<file path="src/rtl/ipg_pkg.sv">
package ipg_pkg;

  typedef enum logic [1:0] {
    GAP_DATA     = 2'b00,
    GAP_JAM      = 2'b01,
    GAP_JAM_DATA = 2'b10,
    GAP_DATA_ALT = 2'b11
  } gap_sel_e;

  localparam int IDX_DATA     = 0;
  localparam int IDX_JAM      = 1;
  localparam int IDX_JAM_DATA = 2;
  localparam int IDX_BLIND    = 3;
  localparam int NUM_CFG      = 4;

  // control -> datapath
  typedef struct packed {
    logic capCfg;
    logic clrCnt;
    logic incCnt;
  } ipg_strobe_t;

  // datapath -> control
  typedef struct packed {
    logic belowBlind;
    logic atGap;
  } ipg_status_t;

endpackage

</file>
<file path="src/rtl/ipg_datapath.sv">
module ipg_datapath
  import ipg_pkg::*;
#(
  parameter int CFG_W     = 5,
  parameter int DATA_MIN  = 3,
  parameter int JAM_MIN   = 1,
  parameter int BLIND_MIN = 3,
  parameter int DATA_RST  = 24,
  parameter int JAM_RST   = 8,
  parameter int BLIND_RST = 16
) (
  input  logic              clk,
  input  logic              rstN,
  input  ipg_strobe_t       strobe,
  input  logic [1:0]        gapSel,
  input  logic [CFG_W-1:0]  dataGapCfg,
  input  logic [CFG_W-1:0]  jamGapCfg,
  input  logic [CFG_W-1:0]  jamDataGapCfg,
  input  logic [CFG_W-1:0]  blinderCfg,
  output ipg_status_t       status,
  output logic [CFG_W-1:0]  cntQ,
  output logic [CFG_W-1:0]  blindQ
);

  localparam logic [CFG_W-1:0] CFG_MIN [NUM_CFG] = '{
    CFG_W'(DATA_MIN), CFG_W'(JAM_MIN), CFG_W'(JAM_MIN), CFG_W'(BLIND_MIN)};
  localparam logic [CFG_W-1:0] CFG_RST [NUM_CFG] = '{
    CFG_W'(DATA_RST), CFG_W'(JAM_RST), CFG_W'(JAM_RST), CFG_W'(BLIND_RST)};

  logic [CFG_W-1:0] cfgIn   [NUM_CFG];
  logic [CFG_W-1:0] shadowQ [NUM_CFG];
  logic [CFG_W-1:0] gapLim;

  assign cfgIn[IDX_DATA]     = dataGapCfg;
  assign cfgIn[IDX_JAM]      = jamGapCfg;
  assign cfgIn[IDX_JAM_DATA] = jamDataGapCfg;
  assign cfgIn[IDX_BLIND]    = blinderCfg;

  // one shadow register per setting, raised to its minimum on capture
  for (genvar g = 0; g < NUM_CFG; g++) begin : g_shadow
    logic [CFG_W-1:0] q;
    always_ff @(posedge clk or negedge rstN) begin
      if (!rstN) begin
        q <= CFG_RST[g];
      end else if (strobe.capCfg) begin
        q <= (cfgIn[g] < CFG_MIN[g]) ? CFG_MIN[g] : cfgIn[g];
      end
    end
    assign shadowQ[g] = q;
  end

  always_comb begin
    case (gap_sel_e'(gapSel))
      GAP_JAM:      gapLim = shadowQ[IDX_JAM];
      GAP_JAM_DATA: gapLim = shadowQ[IDX_JAM_DATA];
      default:      gapLim = shadowQ[IDX_DATA];
    endcase
  end

  always_ff @(posedge clk or negedge rstN) begin
    if (!rstN) begin
      cntQ <= '0;
    end else if (strobe.clrCnt) begin
      cntQ <= '0;
    end else if (strobe.incCnt) begin
      cntQ <= cntQ + 1'b1;
    end
  end

  assign blindQ            = shadowQ[IDX_BLIND];
  assign status.belowBlind = cntQ < blindQ;
  assign status.atGap      = cntQ >= gapLim;

endmodule

</file>
<file path="src/rtl/ipg_control.sv">
module ipg_control
  import ipg_pkg::*;
(
  input  logic        portEn,
  input  logic        tickEn,
  input  logic        carrierSense,
  input  logic        txBusy,
  input  logic        txRequest,
  input  ipg_status_t status,
  output ipg_strobe_t strobe,
  output logic        gapDone,
  output logic        txStart
);

  logic carrierHit;
  logic doneInt;
  logic startInt;
  logic clrInt;

  always_comb begin
    doneInt    = portEn && status.atGap;
    startInt   = doneInt && txRequest && !txBusy;
    // carrier counts only in the early zone or once the gap is complete
    carrierHit = carrierSense && (status.belowBlind || status.atGap);
    clrInt     = !portEn || txBusy || startInt || carrierHit;

    strobe.capCfg = !portEn;
    strobe.clrCnt = clrInt;
    strobe.incCnt = tickEn && !status.atGap && !clrInt;
  end

  assign gapDone = doneInt;
  assign txStart = startInt;

endmodule

</file>
<file path="src/rtl/ipg_timer.sv">
module ipg_timer
  import ipg_pkg::*;
#(
  parameter int CFG_W     = 5,
  parameter int DATA_MIN  = 3,
  parameter int JAM_MIN   = 1,
  parameter int BLIND_MIN = 3,
  parameter int DATA_RST  = 24,
  parameter int JAM_RST   = 8,
  parameter int BLIND_RST = 16
) (
  input  logic             clk,
  input  logic             rstN,
  input  logic             portEn,
  input  logic             tickEn,
  input  logic             carrierSense,
  input  logic             txBusy,
  input  logic             txRequest,
  input  logic [1:0]       gapSel,
  input  logic [CFG_W-1:0] dataGapCfg,
  input  logic [CFG_W-1:0] jamGapCfg,
  input  logic [CFG_W-1:0] jamDataGapCfg,
  input  logic [CFG_W-1:0] blinderCfg,
  output logic             gapDone,
  output logic             txStart
);

  ipg_strobe_t      strobe;
  ipg_status_t      status;
  logic [CFG_W-1:0] cntQ;
  logic [CFG_W-1:0] blindQ;

  ipg_datapath #(
    .CFG_W(CFG_W), .DATA_MIN(DATA_MIN), .JAM_MIN(JAM_MIN),
    .BLIND_MIN(BLIND_MIN), .DATA_RST(DATA_RST), .JAM_RST(JAM_RST),
    .BLIND_RST(BLIND_RST)
  ) u_dp (
    .clk          (clk),
    .rstN         (rstN),
    .strobe       (strobe),
    .gapSel       (gapSel),
    .dataGapCfg   (dataGapCfg),
    .jamGapCfg    (jamGapCfg),
    .jamDataGapCfg(jamDataGapCfg),
    .blinderCfg   (blinderCfg),
    .status       (status),
    .cntQ         (cntQ),
    .blindQ       (blindQ)
  );

  ipg_control u_ctl (
    .portEn      (portEn),
    .tickEn      (tickEn),
    .carrierSense(carrierSense),
    .txBusy      (txBusy),
    .txRequest   (txRequest),
    .status      (status),
    .strobe      (strobe),
    .gapDone     (gapDone),
    .txStart     (txStart)
  );

endmodule

</file>
<file path="config.mk">
export PLATFORM = sky130hd
export DESIGN_NAME = ipg_timer
export DESIGN_NICKNAME = d
export VERILOG_FILES = /design/src/rtl/ipg_pkg.sv /design/src/rtl/ipg_datapath.sv /design/src/rtl/ipg_control.sv /design/src/rtl/ipg_timer.sv
export SDC_FILE = /design/constraint.sdc
export NUM_CORES = 1
export LEC_CHECK = 0
export ABC_AREA = 1
export CAP_MARGIN = 20
export CORE_MARGIN = 2
export CORE_UTILIZATION = 51
export CTS_CLUSTER_DIAMETER = 200
export DETAILED_ROUTE_END_ITERATION = 10
export PLACE_DENSITY = 0.86
export SLEW_MARGIN = 40
export SYNTH_ARGS = -nofsm -noshare
export SYNTH_HDL_FRONTEND = slang
export SYNTH_SLANG_ARGS = --single-unit
</file>
<file path="constraint.sdc">
create_clock -name clk -period 3.2 [get_ports clk]
set_input_delay 0.8 -clock clk [delete_from_list [all_inputs] [get_ports clk]]
set_output_delay 0.8 -clock clk [all_outputs]
set_load 0.03 [all_outputs]
</file>
* Word-level counts from Yosys, hierarchy flattened
Index checks and enable logic that the tools add are counted.
** Operators by class
- $add $sub $neg :: 1
- $lt $le $gt $ge :: 6
- Equality and inequality tests :: 2
- Multiplexer cells :: 7
- Reductions and logical operators :: 15
** Operators with widths (number)
- 5-bit two-way mux :: 6
- 5-bit by 1-bit < comparator with 1-bit output (second input constant) :: 2
- 5-bit by 2-bit < comparator with 1-bit output (second input constant) :: 2
- 5-bit one-hot mux with 2 select lines :: 1
- 1-bit logical AND :: 6
- 5-bit by 1-bit adder with 5-bit output (second input constant) :: 1
- 5-bit >= comparator :: 1
- 5-bit < comparator :: 1
- 1-bit zero test :: 4
- 1-bit logical OR :: 4
- 2-bit by 1-bit equality test with 1-bit output (second input constant) :: 1
- 2-bit equality test (second input constant) :: 1
- 2-bit nonzero test :: 1
** Storage, ports and cells
- Flip-flop bits (word level) :: 25
- Output and inout port bits :: 2

* Depth between registers and ports, before layout
- Depth after elaboration :: 12
- Depth in mapped cells :: 17
- Depth with buffers taken out :: 17

* Modules after synthesis
From an unflattened synthesis, not the netlist that was laid out.
** Unflattened totals
- Cells, all modules :: 196
- Area total of the unflattened synthesis :: 1483.9 um2
** Modules (own cells, without submodules)
- ipg_datapath :: times used 1, cells each 183, area an instance 1421.4 um2, seq. area each 631.9 um2
- ipg_control :: times used 1, cells each 13, area an instance 62.6 um2, seq. area each 0.0 um2

* Worst setup path after synthesis
Ideal clock, no wire load.
- Path type :: input to output
- Start :: input port gapSel[0]
- End :: output port gapDone
- Arrival time :: 2.526 ns
- Required time :: 2.400 ns
- Path slack :: -0.126 ns
- Cell stages on the path :: 12
- Path buffers :: 0
- Cells stage by stage :: inv_1 ha_1 a221o_1 o21ai_0 inv_1 ha_1 inv_1 nand2_1 nand2_1 nor2_2 nor2_4 nor2_1
** On the way
- Longest elaborated chain between the ends :: 4
- Elaborated cells between the ends (all ways) :: 5
** RTL lines
- start, declared :: RTL line ipg_timer.sv:19 : input logic [1:0] gapSel,
- 2-bit equality test or 2-bit by 1-bit equality test with 1-bit output (tied branches) :: RTL line ipg_datapath.sv:53 : case (gap_sel_e'(gapSel))
- 5-bit one-hot mux with 2 select lines * :: RTL line ipg_datapath.sv:53
- 5-bit >= comparator * :: RTL line ipg_datapath.sv:72 : assign status.atGap = cntQ >= gapLim;
- 1-bit logical AND * :: RTL line ipg_control.sv:21 : doneInt = portEn && status.atGap;
- end, declared :: RTL line ipg_timer.sv:24 : output logic gapDone,
Every way passes the cells marked *; elsewhere a longest branch is shown, timed or not.

* Worst setup path in the final report
Same ends and word-level chain as after synthesis.

==> results by group <==
Yosys
  – Yosys top cell by area: dfrtp_1
  – Synthesized instance count: 195
  – Post-synth top area share: 0.3287
  – Flip-flop and latch count after synthesis: 25
  – Synth top area cells: dfrtp_1, nand2_1, ha_1
  – Sequential area share after synthesis: 0.4150
  – Net count after synthesis: 236
  – Post-synth EDFFs: 0
  – Async S/R FF share, synth: 1.000
  – Synth Cell Area: 1523 sq um
  – Syn_area_per_cell: 7.809 sq um
  – Top cells by count, synth: nand2_1, dfrtp_1, inv_1
  – Most frequent cell after synthesis: nand2_1
  – Main synth FF type: dfrtp_1
  – Distinct cells, synth: 27
  – Synthesis Warnings: 0

Drt
  – Met3 WL: 179 um
  – DR vias/cell: 5.271
  – Top Layer Used: met4
  – Initial DRC Count: 48
  – Final ANT Viol Nets: 0
  – First drt pass iteration count: 7
  – # DRC: 2
  – Metal2 WL: 1.860 mm
  – Drt total wl: 3.616 mm
  – Vias after detailed routing: 1,381
  – Routed wire per std cell: 13.80 um
  – Routed met1 length: 1.523 mm

Critical path
  – CP top delay family: adder cells
  – Startpoint Class: primary input
  – RR Endpoint: u_dp.cntQ[0]
  – CP Max Fanout: 4
  – Slowest CP cell: a221o_1
  – Worst reg2reg path depth: 13
  – Worst setup EP type: output port
  – Worst path max stage delay: 0.34 ns
  – RR Startpoint: u_dp.g_shadow[1].q[2]
  – Critical path, cell by cell: buf_8, buf_6, ha_4, a221o_1, o21ai_2, ha_1, nand2_1, nand2_1, nand2_2, nand2_2, nor2_4, nor2_2, buf_6
  – Critical path type: in2out
  – Worst Path Arrival: 2.46 ns
  – Critical Path RT: 2.40 ns
  – Reg-to-reg setup timing slack: 1.02 ns
  – CP bufs+invs: 3

Die
  – Die Y: 58.64 um
  – Initial Util: 0.5428
  – Placement Rows: 19
  – Core Region: 2805 sq um
  – Die W: 58.64 um
  – Ports: 31
  – Die ar.: 3439 sq um

Clocking
  – CTS clk-pin slew, worst paths: 0.14 ns
  – CTS tree: built
  – Number of CTS-inserted buffers: 3
  – Total setup buffers inserted after CTS: 0
  – Worst-Skew Late Latency: 0.32 ns
  – CTS Sinks: 25
  – Htree depth: 1
  – Clk buf depth: 2
  – CTS root buffer: clkbuf_4
  – Post-CTS Hold Buffers: 0

STA
  – Tmin final: 3.264 ns
  – Final setup vio count: 2
  – Worst slew margin: 0.7930
  – Slew @ Worst Pin: 0.3077 ns
  – FMAX: 306.4 MHz
  – Slew Limit Fails: 0
  – RSZ-0062 raised after global routing: yes
  – Final worst-path setup slack: -0.06360 ns
  – Final worst-path cycle share: 1.020
  – Fin. Hold Viols: 0
  – Clock Skew: 0.001223 ns

GRT
  – GR Util All Layers: 0.2322
  – Largest net degree at the start of global routing: 26
  – First-pass GRT wire length: 6.009 mm
  – Vias in the first global route: 1,327
  – Antenna violations before repair: 0
  – GRT overflow: 0

Run status
  – Status: finished with violations
  – Failing checks: design-rule violations, negative setup slack

Min path
  – Worst Hold End: u_dp.g_shadow[0].q[4]
  – Hold path cells: 2
  – Hold crit path type: reg2reg
  – Hold Startpoint: u_dp.g_shadow[0].q[4]

Flow run
  – Max-Cap Viols: 0

Placement
  – Pre-CTS setup slack: -0.5286 ns
  – DP Wirelength: 2.620 mm
  – Placer Congestion: 0.8923
  – I/O Buffers: 30
  – DP Cell Count: 258
  – Placed Area: 1884 sq um

Finish
  – FILL cells: 228
  – Core Util, Final: 0.6994
  – Layout Nets: 273
  – Final instance area: 1962 sq um
  – ANT cells: 0
  – Area delta synth->final: 28.84%
  – Post-Layout Cell Count: 262
  – Layout cells sized above 1: 0.1861

Power
  – Worst IR Drop VDD: 346.6 uV
  – Total power: 686.3 uW
  – PD cells: 349.8 nW/um^2
  – P_leak: 0.9912 nW
[cell families (layout without fill, tap and decap cells)]
family                     Yosys count  after routing  share of synthesized area
and+or+nand+nor                    106            106                     0.2999
buffers and inverters               26             62                    0.07148
AOI/OAI and AO/OA                   25             25                     0.1093
DFF                                 25             25                     0.4150
adders and majority gates           12             12                    0.09860
xor gates and xnor gates             1              1                   0.005753
[power by group]
group	internal [mW]	switching, mW
registers	0.344	0.0156
clock network	0.0478	0.0998
logic	0.0850	0.0943
total	0.477	0.210
[state kept, by name (all words and copies together) (netlist names)]
signal           count
u_dp.g_shadow.q     15
u_dp.blindQ          5
u_dp.cntQ            5
[layer usage]
| metal | vias to the layer above | track usage |
|---|---|---|
| li1 | 700 | - |
| met5 | - | 0 |
| met3 | 6 | 0.03516 |
| met1 | 628 | 0.3381 |
| met4 | 0 | 0.07143 |
| met2 | 47 | 0.3596 |
[through the flow]
stage	setup TNS (ns)	hold WS, ns
CTS	-0.1110	0.4788
floorplan	0	0.4436
global route	-0.3033	0.5066
detailed placement	-1.588	0.4565
global placement	-1.175	0.4572
finish	-0.1053	0.4815
[worst max path at each step]
stage / slack (ns) / end / from / cells past startpoint
finish: -0.06 / gapDone / gapSel[0] / 13
global route: -0.17 / gapDone / gapSel[0] / 14
CTS: -0.10 / gapDone / gapSel[0] / 14
detailed placement: -0.53 / gapDone / gapSel[0] / 14
global placement: -0.48 / gapDone / gapSel[0] / 14
floorplan: 0.007 / txStart / gapSel[0] / 12
[layout make-up]
cell class,instances,area [sq um],share of cell area
Multi-Input combinational cell,144,823.3,0.4196
Sequential cell,25,631.9,0.3221
Timing Repair Buffer,36,351.6,0.1792
Inverter,22,86.33,0.04401
Tap cell,31,38.79,0.01977
Clock buffer,3,22.52,0.01148
Clock inverter,1,7.507,0.003827
[cells in the final DEF (no fill, tap or decap), types with 2 or more instances in the layout]
cell type,n
ha_4,2
o2bb2ai_1,2
buf_4,5
buf_6,3
nor2_1,7
clkdlybuf4s50_1,26
dfstp_2,5
o21ai_0,11
nor4_1,3
inv_2,3
a221o_1,3
nand2_2,5
clkbuf_4,3
ha_1,10
nand3_1,5
a21oi_2,2
nand4_1,2
a21oi_1,4
inv_1,17
nand2_1,76
dfrtp_1,20
nor2_2,3
[what timing repair did]
item                       CTS  global route
setup endpoints to repair    2             2
pin swaps                    7             6
gates cloned                 0             0
resized for setup           19             4
[worst register-to-register path: cells and delay by family (launching register included)]
family	cells	cell delay, ns
AND/OR/NAND/NOR	9	0.82
AO/OA/AOI/OAI	2	0.46
flip-flops	1	0.43
adder cells (fa/ha/maj)	1	0.28
buffers and inverters	1	0.13
No activity file was read; power rests on OpenSTA's default activity.
